$ cat src/rtl/pio_pkg.sv
package pio_pkg;
  localparam int unsigned LANES = 8;
  localparam int unsigned REG_W = 16;
  localparam int unsigned OFF_W = 3;

  typedef enum logic [1:0] {
    PM_IN     = 2'b00,
    PM_PUSH   = 2'b01,
    PM_DRAIN  = 2'b10,
    PM_SOURCE = 2'b11
  } pin_mode_e;

  localparam logic [OFF_W-1:0] RG_PIN     = 3'd0;
  localparam logic [OFF_W-1:0] RG_DOUT    = 3'd1;
  localparam logic [OFF_W-1:0] RG_MODE    = 3'd2;
  localparam logic [OFF_W-1:0] RG_PULLDIS = 3'd3;
  localparam logic [OFF_W-1:0] RG_IEN     = 3'd4;
  localparam logic [OFF_W-1:0] RG_RSEL    = 3'd5;
  localparam logic [OFF_W-1:0] RG_EVENT   = 3'd6;
  localparam logic [OFF_W-1:0] RG_FORCE   = 3'd7;
endpackage

$ cat src/rtl/pio_sync_edge.sv
module pio_sync_edge #(
  parameter int unsigned W = 8
) (
  input  logic         clk,
  input  logic         rst_n,
  input  logic         run_i,
  input  logic [W-1:0] pin_i,
  input  logic [W-1:0] rise_sel_i,
  output logic [W-1:0] level_o,
  output logic [W-1:0] hit_o
);
  logic [W-1:0] meta_q, sync_q, prev_q;
  logic [W-1:0] meta_d, sync_d, prev_d;

  // sampling pipeline advances only while the block runs
  always_comb begin
    meta_d = meta_q;
    sync_d = sync_q;
    prev_d = prev_q;
    if (run_i) begin
      meta_d = pin_i;
      sync_d = meta_q;
      prev_d = sync_q;
    end
  end

  always_ff @(posedge clk or negedge rst_n) begin
    if (!rst_n) begin
      meta_q <= '0;
      sync_q <= '0;
      prev_q <= '0;
    end else begin
      meta_q <= meta_d;
      sync_q <= sync_d;
      prev_q <= prev_d;
    end
  end

  assign level_o = sync_q;
  assign hit_o   = {W{run_i}} &
                   ((rise_sel_i & sync_q & ~prev_q) |
                    (~rise_sel_i & ~sync_q & prev_q));
endmodule

$ cat src/rtl/pio_port_regs.sv
module pio_port_regs
  import pio_pkg::*;
(
  input  logic                 clk,
  input  logic                 rst_n,
  input  logic                 wr_i,
  input  logic [OFF_W-1:0]     off_i,
  input  logic [REG_W-1:0]     wdata_i,
  input  logic [LANES-1:0]     hit_i,
  input  logic [LANES-1:0]     level_i,
  output logic [LANES-1:0]     rise_sel_o,
  output logic [LANES-1:0]     ev_o,
  output logic [REG_W-1:0]     rdata_o,
  output logic                 irq_o,
  output logic [LANES-1:0]     pad_out_o,
  output logic [LANES-1:0]     pad_oe_o,
  output logic [LANES-1:0]     pad_pu_en_o
);
  logic [LANES-1:0]   dout_q, pulldis_q, ien_q, rsel_q, event_q, force_q;
  logic [LANES-1:0]   dout_d, pulldis_d, ien_d, rsel_d, event_d, force_d;
  logic [2*LANES-1:0] mode_q, mode_d;
  logic [LANES-1:0]   clr_mask;
  logic               clr_wr;

  assign clr_wr = wr_i && (off_i == RG_EVENT);

  always_comb begin
    dout_d    = dout_q;
    mode_d    = mode_q;
    pulldis_d = pulldis_q;
    ien_d     = ien_q;
    rsel_d    = rsel_q;
    force_d   = force_q;
    if (wr_i) begin
      case (off_i)
        RG_DOUT:    dout_d    = wdata_i[LANES-1:0];
        RG_MODE:    mode_d    = wdata_i[2*LANES-1:0];
        RG_PULLDIS: pulldis_d = wdata_i[LANES-1:0];
        RG_IEN:     ien_d     = wdata_i[LANES-1:0];
        RG_RSEL:    rsel_d    = wdata_i[LANES-1:0];
        RG_FORCE:   force_d   = wdata_i[LANES-1:0];
        default:    ;
      endcase
    end
    clr_mask = clr_wr ? wdata_i[LANES-1:0] : '0;
    // a fresh edge outranks a clear of the same bit
    event_d  = (event_q & ~clr_mask) | hit_i;
  end

  always_ff @(posedge clk or negedge rst_n) begin
    if (!rst_n) begin
      dout_q    <= '0;
      mode_q    <= '0;
      pulldis_q <= '0;
      ien_q     <= '0;
      rsel_q    <= '0;
      event_q   <= '0;
      force_q   <= '0;
    end else begin
      dout_q    <= dout_d;
      mode_q    <= mode_d;
      pulldis_q <= pulldis_d;
      ien_q     <= ien_d;
      rsel_q    <= rsel_d;
      event_q   <= event_d;
      force_q   <= force_d;
    end
  end

  always_comb begin
    case (off_i)
      RG_PIN:     rdata_o = {{(REG_W-LANES){1'b0}}, level_i};
      RG_DOUT:    rdata_o = {{(REG_W-LANES){1'b0}}, dout_q};
      RG_MODE:    rdata_o = mode_q;
      RG_PULLDIS: rdata_o = {{(REG_W-LANES){1'b0}}, pulldis_q};
      RG_IEN:     rdata_o = {{(REG_W-LANES){1'b0}}, ien_q};
      RG_RSEL:    rdata_o = {{(REG_W-LANES){1'b0}}, rsel_q};
      RG_EVENT:   rdata_o = {{(REG_W-LANES){1'b0}}, event_q};
      default:    rdata_o = {{(REG_W-LANES){1'b0}}, force_q};
    endcase
  end

  genvar k;
  generate
    for (k = 0; k < LANES; k++) begin : g_lane
      pin_mode_e lane_mode;
      assign lane_mode = pin_mode_e'(mode_q[2*k+1:2*k]);
      always_comb begin
        case (lane_mode)
          PM_PUSH:   begin pad_oe_o[k] = 1'b1;       pad_out_o[k] = dout_q[k]; end
          PM_DRAIN:  begin pad_oe_o[k] = ~dout_q[k]; pad_out_o[k] = 1'b0;      end
          PM_SOURCE: begin pad_oe_o[k] = dout_q[k];  pad_out_o[k] = 1'b1;      end
          default:   begin pad_oe_o[k] = 1'b0;       pad_out_o[k] = 1'b0;      end
        endcase
      end


      in_no_drive_chk: assert property (@(posedge clk) disable iff (!rst_n)
        (mode_q[2*k+1:2*k] == 2'b00) |-> !pad_oe_o[k]);
    end
  endgenerate

  assign pad_pu_en_o = ~pulldis_q;
  assign rise_sel_o  = rsel_q;
  assign ev_o        = event_q;
  assign irq_o       = (|(event_q & ien_q)) | (|force_q);


  event_sticky_chk: assert property (@(posedge clk) disable iff (!rst_n)
    !clr_wr |=> ((event_q & $past(event_q)) == $past(event_q)));
endmodule

$ cat src/rtl/pio_bank.sv
module pio_bank
  import pio_pkg::*;
#(
  parameter int unsigned NUM_PORTS = 7,
  parameter int unsigned ADDR_W    = 6,
  parameter logic [6:0]  VERSION   = 7'd3
) (
  input  logic                         clk,
  input  logic                         rst_n,
  input  logic                         bus_sel,
  input  logic                         bus_wr,
  input  logic [ADDR_W-1:0]            bus_addr,
  input  logic [REG_W-1:0]             bus_wdata,
  output logic [REG_W-1:0]             bus_rdata,
  input  logic [NUM_PORTS*LANES-1:0]   pad_in,
  output logic [NUM_PORTS*LANES-1:0]   pad_out,
  output logic [NUM_PORTS*LANES-1:0]   pad_oe,
  output logic [NUM_PORTS*LANES-1:0]   pad_pu_en,
  output logic [NUM_PORTS-1:0]         irq
);
  localparam int unsigned SLOT_W = ADDR_W - OFF_W;
  localparam logic [6:0]  CORES  = 7'(NUM_PORTS);

  logic [1:0]        rst_pipe;
  logic              rst_sync_n;
  logic [SLOT_W-1:0] slot;
  logic [OFF_W-1:0]  off;
  logic              run_q, run_d;
  logic [REG_W-1:0]  rdata_q, rdata_d, rd_mux;
  logic [REG_W-1:0]  port_rd [NUM_PORTS];
  logic [LANES-1:0]  port_ev [NUM_PORTS];

  // asynchronous assertion, synchronous release
  always_ff @(posedge clk or negedge rst_n) begin
    if (!rst_n) rst_pipe <= 2'b00;
    else        rst_pipe <= {rst_pipe[0], 1'b1};
  end
  assign rst_sync_n = rst_pipe[1];

  assign slot = bus_addr[ADDR_W-1:OFF_W];
  assign off  = bus_addr[OFF_W-1:0];

  always_comb begin
    run_d = run_q;
    if (bus_sel && bus_wr && (slot == '0)) run_d = bus_wdata[0];
  end

  always_ff @(posedge clk or negedge rst_sync_n) begin
    if (!rst_sync_n) run_q <= 1'b0;
    else             run_q <= run_d;
  end

  genvar p;
  generate
    for (p = 0; p < NUM_PORTS; p++) begin : g_port
      logic             wr_p;
      logic [LANES-1:0] level, hit, rsel;
      assign wr_p = bus_sel && bus_wr && (slot == SLOT_W'(p + 1));

      pio_sync_edge #(.W(LANES)) u_sync (
        .clk       (clk),
        .rst_n     (rst_sync_n),
        .run_i     (run_q),
        .pin_i     (pad_in[p*LANES +: LANES]),
        .rise_sel_i(rsel),
        .level_o   (level),
        .hit_o     (hit)
      );

      pio_port_regs u_regs (
        .clk        (clk),
        .rst_n      (rst_sync_n),
        .wr_i       (wr_p),
        .off_i      (off),
        .wdata_i    (bus_wdata),
        .hit_i      (hit),
        .level_i    (level),
        .rise_sel_o (rsel),
        .ev_o       (port_ev[p]),
        .rdata_o    (port_rd[p]),
        .irq_o      (irq[p]),
        .pad_out_o  (pad_out[p*LANES +: LANES]),
        .pad_oe_o   (pad_oe[p*LANES +: LANES]),
        .pad_pu_en_o(pad_pu_en[p*LANES +: LANES])
      );


      frozen_chk: assert property (@(posedge clk) disable iff (!rst_sync_n)
        !run_q |=> ((port_ev[p] & ~$past(port_ev[p])) == '0));
    end
  endgenerate

  always_comb begin
    rd_mux = '0;
    if (slot == '0) rd_mux = {VERSION, CORES, 1'b0, run_q};
    for (int i = 0; i < NUM_PORTS; i++) begin
      if (slot == SLOT_W'(i + 1)) rd_mux = port_rd[i];
    end
  end

  always_comb begin
    rdata_d = rdata_q;
    if (bus_sel && !bus_wr) rdata_d = rd_mux;
  end

  always_ff @(posedge clk or negedge rst_sync_n) begin
    if (!rst_sync_n) rdata_q <= '0;
    else             rdata_q <= rdata_d;
  end

  assign bus_rdata = rdata_q;


  rd_ver_chk: assert property (@(posedge clk) disable iff (!rst_sync_n)
    (bus_sel && !bus_wr && (slot == '0)) |=> (bus_rdata[15:2] == {VERSION, CORES}));
endmodule

$ cat config.mk
export PLATFORM = sky130hd
export DESIGN_NAME = pio_bank
export DESIGN_NICKNAME = d
export VERILOG_FILES = /design/src/rtl/pio_pkg.sv /design/src/rtl/pio_sync_edge.sv /design/src/rtl/pio_port_regs.sv /design/src/rtl/pio_bank.sv
export SDC_FILE = /design/constraint.sdc
export NUM_CORES = 1
export LEC_CHECK = 0
export BUFFER_PORTS_ARGS = -buffer_cell sky130_fd_sc_hd__buf_2
export CAP_MARGIN = 20
export CORE_MARGIN = 2
export CORE_UTILIZATION = 55
export CTS_CLUSTER_SIZE = 16
export DETAILED_ROUTE_END_ITERATION = 6
export GPL_TIMING_DRIVEN = 1
export MAX_ROUTING_LAYER = met4
export PLACE_DENSITY = 0.74
export RECOVER_POWER = 100
export SLEW_MARGIN = 20
export SYNTH_ARGS = -nofsm -noshare
export SYNTH_HDL_FRONTEND = slang
export SYNTH_SLANG_ARGS = --single-unit
export TNS_END_PERCENT = 5
$ cat constraint.sdc
create_clock -name clk -period 32.5 [get_ports clk]
set_clock_uncertainty 0.1 [all_clocks]
set_input_delay 3.25 -clock clk [delete_from_list [all_inputs] [get_ports clk]]
set_output_delay 3.25 -clock clk [all_outputs]
set_load 0.1 [all_outputs]
==> impl_metrics.csv, run 1 <==
group,metric,value,unit
status,outcome,"complete, but fails checks",
status,violations,"capacitance limit, slew limit",
worst_setup_path,critPathLaunch,"rst_pipe[1]",
clock_tree,cts.sinks,635,
drt,drc_errors,0,
logic_synthesis,yosysWarnings,0,
placed_design,dp.cells,3607,
power_and_ir_drop,cellPowerDensity,75.3,mW/mm^2
clock_tree,root_buffer,"clkbuf_16",
worst_setup_path,r2r_start,"rst_pipe[1]",
clock_tree,cts_resized,0,
placed_design,dp_hpwl,69000,um
floorplan,initial_core_util,0.557,
worst_setup_path,worst-setup-path-type,"register to asynchronous set/reset pin",
floorplan,ioPinCount,273,
clock_tree,insertion_delay,0.61,ns
drt,num_vias,24000,
logic_synthesis,synth_edf_count,0,
timing,fin_setup_tns,0,ns
clock_tree,numCtsBuffers,69,
floorplan,die_w,244,um
worst_setup_path,required,31.28,ns
logic_synthesis,synthTopCellsByArea,"dfrtp_1, mux2_2, nand2_1",
worst_setup_path,r2r_setup_slack,19.62,ns
clock_tree,cts_setup_buffers,0,
drt,routed_wl,103000,um
timing,hold_violations,0,
logic_synthesis,synth-main-ff-cell,"dfrtp_1",
floorplan,core_area,0.0566,mm^2
timing,period_share,0.396,
drt,wire_per_inst,27.7,um
timing,drv_slew,1122,
placed_design,gp_congestion,0.949,
logic_synthesis,yosysTopAreaCell,"dfrtp_1",
cells_and_area,nNetsFinal,3006,
timing,tightest_slew,8.93,ns
cells_and_area,layout-drive-gt1-share,0.265,
logic_synthesis,synth_seq_cells,635,
cells_and_area,fin_cells,3729,
drt,viasPerCell,6.45,
floorplan,row_count,87,
worst_setup_path,cp_slowest_cell,"clkbuf_1",
worst_setup_path,end_kind,"asynchronous set/reset pin",
grt,antenna_found_initial,3,
worst_setup_path,crit_fanout,139,
worst_setup_path,cp-endpoint,"g_port[6].u_regs.pulldis_q[2]",
cells_and_area,final_common_cell,"dfrtp_1",
logic_synthesis,synthesis.nets,2800,
grt,grt_pass1_vias,23900,
grt,grt_max_degree,190,
worst_setup_path,cp.depth,3,
worst_setup_path,rr_endpoint,"g_port[6].u_regs.pulldis_q[2]",
job,max_cap_violations,20,
clock_tree,cts.reportedPaths.clkPinSlew,0.06,ns
drt,ant_nets,0,
cells_and_area,design_area,0.0349,mm^2
worst_setup_path,ff2ff_path_depth,3,
cells_and_area,layout_common_cells,"dfrtp_1, mux2_2, nand2_1",
floorplan,die_h,244,um
hold_path,hold_class,"register to register",
placed_design,numPortBuffers,272,
placed_design,placed_area,0.0332,mm^2
clock_tree,ctsLongestPathBuffers,3,
logic_synthesis,async_flop_share,1.00,
clock_tree,cts_tree,"built",
floorplan,die-area,0.0593,mm^2
timing,min_period,12.88,ns
logic_synthesis,synth.avg_cell_area,11.6,um^2
drt,first_iter_violations,2685,
timing,rsz0062_at_grt,"no",
timing,slew_headroom,-4.95,
timing,fmaxAchievable,77.6,MHz
cells_and_area,syn2layout_area_growth,10.5,%
worst_setup_path,crit_path_frequent_cell,"clkbuf_1",
grt,grt_pass1_wl,154000,um
worst_setup_path,arrival,11.66,ns
grt,gr-total-overflow,0,
worst_setup_path,worst_path_largest_cell_delay,5.24,ns
worst_setup_path,start_kind,"register",
grt,track_usage,0.357,
logic_synthesis,ys_seq_area_frac,0.504,
logic_synthesis,ys_types,86,
logic_synthesis,syn_area,0.0316,mm^2
power_and_ir_drop,leakagePower,15.3,nW
worst_setup_path,crit_family,"buffers and inverters",
power_and_ir_drop,p_total,2.63,mW
timing,setup_viol,0,
worst_setup_path,crit_chain,"clkbuf_1 -> clkbuf_1 -> clkbuf_1",
clock_tree,hold_buffers,0,
clock_tree,h-tree-depth,3,
drt,first_pass_iters,6,
logic_synthesis,synthCells,2718,
worst_setup_path,cp_num_buf_inv,3,
cells_and_area,fin_util,0.616,
power_and_ir_drop,ir_worst_vdd,61.4,uV
logic_synthesis,yosysTopAreaCellShare,0.504,
## registers in the layout (all words and copies together) (netlist names)
name and cells:
bus_rdata 16, g_port.u_regs.dout_q 56, g_port.u_regs.ev_o 56, g_port.u_regs.force_q 56, g_port.u_regs.ien_q 56, g_port.u_regs.mode_q 112, g_port.u_regs.pulldis_q 56, g_port.u_regs.rise_sel_o 56
g_port.u_sync.level_o 56, g_port.u_sync.meta_q 56, g_port.u_sync.prev_q 56, rst_pipe 2, run_q 1
## final cells by class
| class | count | area (um^2) |
|---|---|---|
| repair buffers | 305 | 1310 |
| well taps | 756 | 946 |
| clock buffers | 100 | 2010 |
| flip-flops and latches | 635 | 15900 |
| multi-input cells | 1848 | 14200 |
| inverters | 65 | 244 |
| diodes | 3 | 7.51 |
| fillers | 4704 | 21800 |
| clock inverters | 17 | 268 |
## worst min-delay path by stage
stage	from	to	slack, ns	depth (start not counted)
after floorplan	rst_pipe[0]	rst_pipe[1]	0.23	0
after global placement	rst_pipe[0]	rst_pipe[1]	0.24	0
after detailed placement	rst_pipe[0]	rst_pipe[1]	0.24	0
after CTS	rst_pipe[0]	rst_pipe[1]	0.25	0
after global routing	rst_pipe[0]	rst_pipe[1]	0.26	0
final	rst_pipe[0]	rst_pipe[1]	0.25	0
## layer usage
metal,part of all wire,track usage,wire length [um],vias up
met5,0,-,0,-
met2,0.46,0.533,47200,1253
met4,0.040,0.144,4140,0
met3,0.091,0.0726,9420,266
met1,0.41,0.479,42500,12300
li1,-,-,-,10200
## cell usage after synthesis (all sizes together) (14+ instances only)
cell and number:
nand2b 65, nand2 284, inv 65, a22oi 48
mux4 16, mux2 554, dfrtp 635, o21a 57
o21ai 186, nand3 28, buf 99, o221ai 30
a22o 63, a21oi 55, o22ai 14, nor4 16
xnor2 56, o211ai 19, nor2 168, a221oi 22
mux2i 47, clkbuf 71
## report_power, final
group,total (mW),internal (mW),switching (mW),leakage (nW)
clock network,0.802,0.482,0.320,1.12
logic,0.675,0.245,0.430,6.32
registers,1.15,0.960,0.189,7.89
## kinds of logic (layout without fill, tap and decap cells)
group | count (synthesis) | after routing | synth area share
muxes | 617 | 617 | 0.224
other | 1 | 4 | 0.000119
and+or+nand+nor | 615 | 615 | 0.0962
buffers and inverters | 235 | 487 | 0.0387
xor gates and xnor gates | 56 | 56 | 0.0155
AOI/OAI and AO/OA | 559 | 559 | 0.121
DFF | 635 | 635 | 0.504
## metrics by stage
| step | setup WS [ns] | hold WS, ns |
|---|---|---|
| 4_1_cts | 26.38 | 0.254 |
| 5_1_grt | 16.95 | 0.256 |
| 6_report | 19.62 | 0.252 |
| 3_3_place_gp | 25.77 | 0.238 |
| 2_1_floorplan | 13.39 | 0.231 |
| 3_5_place_dp | 25.76 | 0.242 |
Power figures use the tool's default switching activity.
==> run 2, diff against run 1 <==
==> constraint.sdc (replaced) <==
create_clock -name clk -period 11.9 [get_ports clk]
set_clock_uncertainty 0.1 [all_clocks]
set_input_delay 1.19 -clock clk [delete_from_list [all_inputs] [get_ports clk]]
set_output_delay 1.19 -clock clk [all_outputs]
set_load 0.1 [all_outputs]
==> run 2 against run 1 <==
  * The flow still finishes with violations (capacitance limit, slew limit)
  * Core utilization up 0.10 points
  * Sequential power rose to 2.7 times the previous value
  * Largest power group unchanged
  * Setup slack worse by 16 ns
  * Via count down 0.17%
  * Highest routed layer unchanged
  * Final area up 0.16%
  * Global-route usage down 0.59 points
  * Count of clock-buffer cells in the layout down 2
==> impl_metrics.csv, run 2 (synthesis gave the netlist of run 1 again) <==
group,metric,value,unit
status,outcome,"complete, but fails checks",
status,violations,"capacitance limit, slew limit",
grt,grt_max_degree,196,
grt,gr-total-overflow,0,
clock_tree,cts.reportedPaths.clkPinSlew,0.06,ns
timing,rsz0062_at_grt,"no",
floorplan,core_area,0.0566,mm^2
power_and_ir_drop,comb_power_share,0.256,
power_and_ir_drop,p_sw,2.55,mW
power_and_ir_drop,p_total,7.15,mW
grt,grt_pass1_vias,24100,
cells_and_area,fin_util,0.617,
power_and_ir_drop,ir_worst_vdd,150,uV
worst_setup_path,arrival,8.33,ns
placed_design,numPortBuffers,272,
clock_tree,root_buffer,"clkbuf_16",
floorplan,die-area,0.0593,mm^2
cells_and_area,layout_common_cells,"dfrtp_1, mux2_2, nand2_1",
grt,antenna_found_initial,0,
cells_and_area,final_common_cell,"dfrtp_1",
timing,period_share,0.672,
cells_and_area,nNetsFinal,3006,
clock_tree,ctsLongestPathBuffers,3,
timing,tightest_slew,4.35,ns
timing,min_period,8.00,ns
worst_setup_path,crit_fanout,46,
power_and_ir_drop,seqPwrFrac,0.438,
clock_tree,cts_tree,"built",
timing,setup_viol,0,
power_and_ir_drop,leakagePower,15.4,nW
worst_setup_path,worst-setup-path-type,"input pin to register",
worst_setup_path,end_kind,"register",
timing,slew_headroom,-1.90,
floorplan,die_h,244,um
clock_tree,cts_resized,0,
clock_tree,h-tree-depth,3,
grt,grt_pass1_wl,152000,um
clock_tree,hold_buffers,0,
floorplan,die_w,244,um
worst_setup_path,crit_chain,"buf_4 -> clkbuf_1 -> clkbuf_1 -> and2b_1 -> clkbuf_1 -> nand2_1 -> nor2_1 -> o21ai_0",
cells_and_area,fin_cells,3730,
cells_and_area,nFillCells,4669,
floorplan,initial_core_util,0.557,
power_and_ir_drop,sw_frac_of_total,0.356,
power_and_ir_drop,cellPowerDensity,205,mW/mm^2
clock_tree,cts.sinks,635,
clock_tree,insertion_delay,0.61,ns
clock_tree,numCtsBuffers,69,
worst_setup_path,required,12.23,ns
drt,drc_errors,0,
drt,first_iter_violations,2404,
drt,routed_wl,101000,um
drt,ant_nets,0,
timing,fmaxAchievable,125,MHz
timing,drv_slew,763,
drt,first_pass_iters,5,
cells_and_area,top_register,"g_port.u_regs.mode_q",
cells_and_area,layout-drive-gt1-share,0.266,
placed_design,dp.cells,3607,
cells_and_area,syn2layout_area_growth,10.6,%
worst_setup_path,crit_path_frequent_cell,"clkbuf_1",
clock_tree,cts_setup_buffers,0,
power_and_ir_drop,p_int,4.60,mW
hold_path,hold_class,"register to register",
placed_design,dp_hpwl,67500,um
grt,track_usage,0.351,
worst_setup_path,worst_path_largest_cell_delay,1.95,ns
floorplan,ioPinCount,273,
worst_setup_path,start_kind,"input pin",
worst_setup_path,cp_slowest_cell,"clkbuf_1",
floorplan,row_count,87,
power_and_ir_drop,clkPwrFrac,0.306,
drt,viasPerCell,6.43,
timing,hold_violations,0,
cells_and_area,largest_register_ffs,112,
drt,wire_per_inst,27.2,um
timing,fin_setup_tns,0,ns
placed_design,gp_congestion,0.929,
drt,num_vias,24000,
job,max_cap_violations,18,
-- run 2: cell count changes in the layout (fill, tap and decap cells not counted), sizes merged --
cell      change
buf           +5
clkinv        +3
clkbuf        -7
bufinv        -1
clkinvlp      +1
-- run 2: cell type report --
cell class | instances | area [um^2] | share of cell area
Clock inverter | 20 | 256 | 0.00735
Tap cell | 756 | 946 | 0.0271
Sequential cell | 635 | 15900 | 0.455
Antenna cell | 3 | 7.51 | 0.000215
Timing Repair Buffer | 305 | 1370 | 0.0391
Clock buffer | 98 | 2020 | 0.0579
Inverter | 65 | 244 | 0.00699
Multi-Input combinational cell | 1848 | 14200 | 0.406
-- run 2: worst max-delay path: cells and delay by family --
family / cells / cell delay (ns)
AO/OA/AOI/OAI: 1 / 0.21
buffers and inverters: 4 / 4.92
AND/OR/NAND/NOR: 3 / 1.91
-- run 2: through the flow --
stage          setup slack [ns]  hold slack (ns)  instance area (um^2)
3_3_place_gp               6.91            0.235                 33200
4_1_cts                    7.42            0.240                 35400
3_5_place_dp               6.82            0.236                 33200
6_report                   3.90            0.247                 34900
5_1_grt                    3.76            0.268                 34900
2_1_floorplan              1.48            0.231                 31600
-- run 2: power groups by stage --
stage | Clock, mW | Sequential, mW | Combinational [mW]
global placement | 0 | 3.13 | 1.76
CTS | 2.20 | 3.13 | 1.82
finish | 2.19 | 3.13 | 1.83
global route | 2.30 | 3.19 | 1.94
floorplan | 0 | 3.00 | 1.46
detailed placement | 0 | 3.16 | 1.81
-- run 2: layer usage --
metal,up-vias,GRT usage,share of wire
li1,10200,-,-
met1,12300,0.482,0.42
met2,1284,0.528,0.45
met3,235,0.0617,0.093
met4,0,0.123,0.034
met5,-,-,0
-- run 2: final timing paths --
| check | from | depth (start not counted) | slack (ns) | to |
|---|---|---|---|---|
| worst min register to register | rst_pipe[0] | 0 | 0.25 | rst_pipe[1] |
| max in group asynchronous | rst_pipe[1] | 1 | 5.73 | g_port[5].u_regs.force_q[4] |
| worst max-delay path | bus_addr[1] | 8 | 3.90 | g_port[3].u_regs.pulldis_q[2] |
| worst min-delay path | rst_pipe[0] | 0 | 0.25 | rst_pipe[1] |
| min in group asynchronous | rst_n | 1 | 0.27 | rst_pipe[0] |
| worst max register to register | run_q | 6 | 4.85 | bus_rdata[0] |
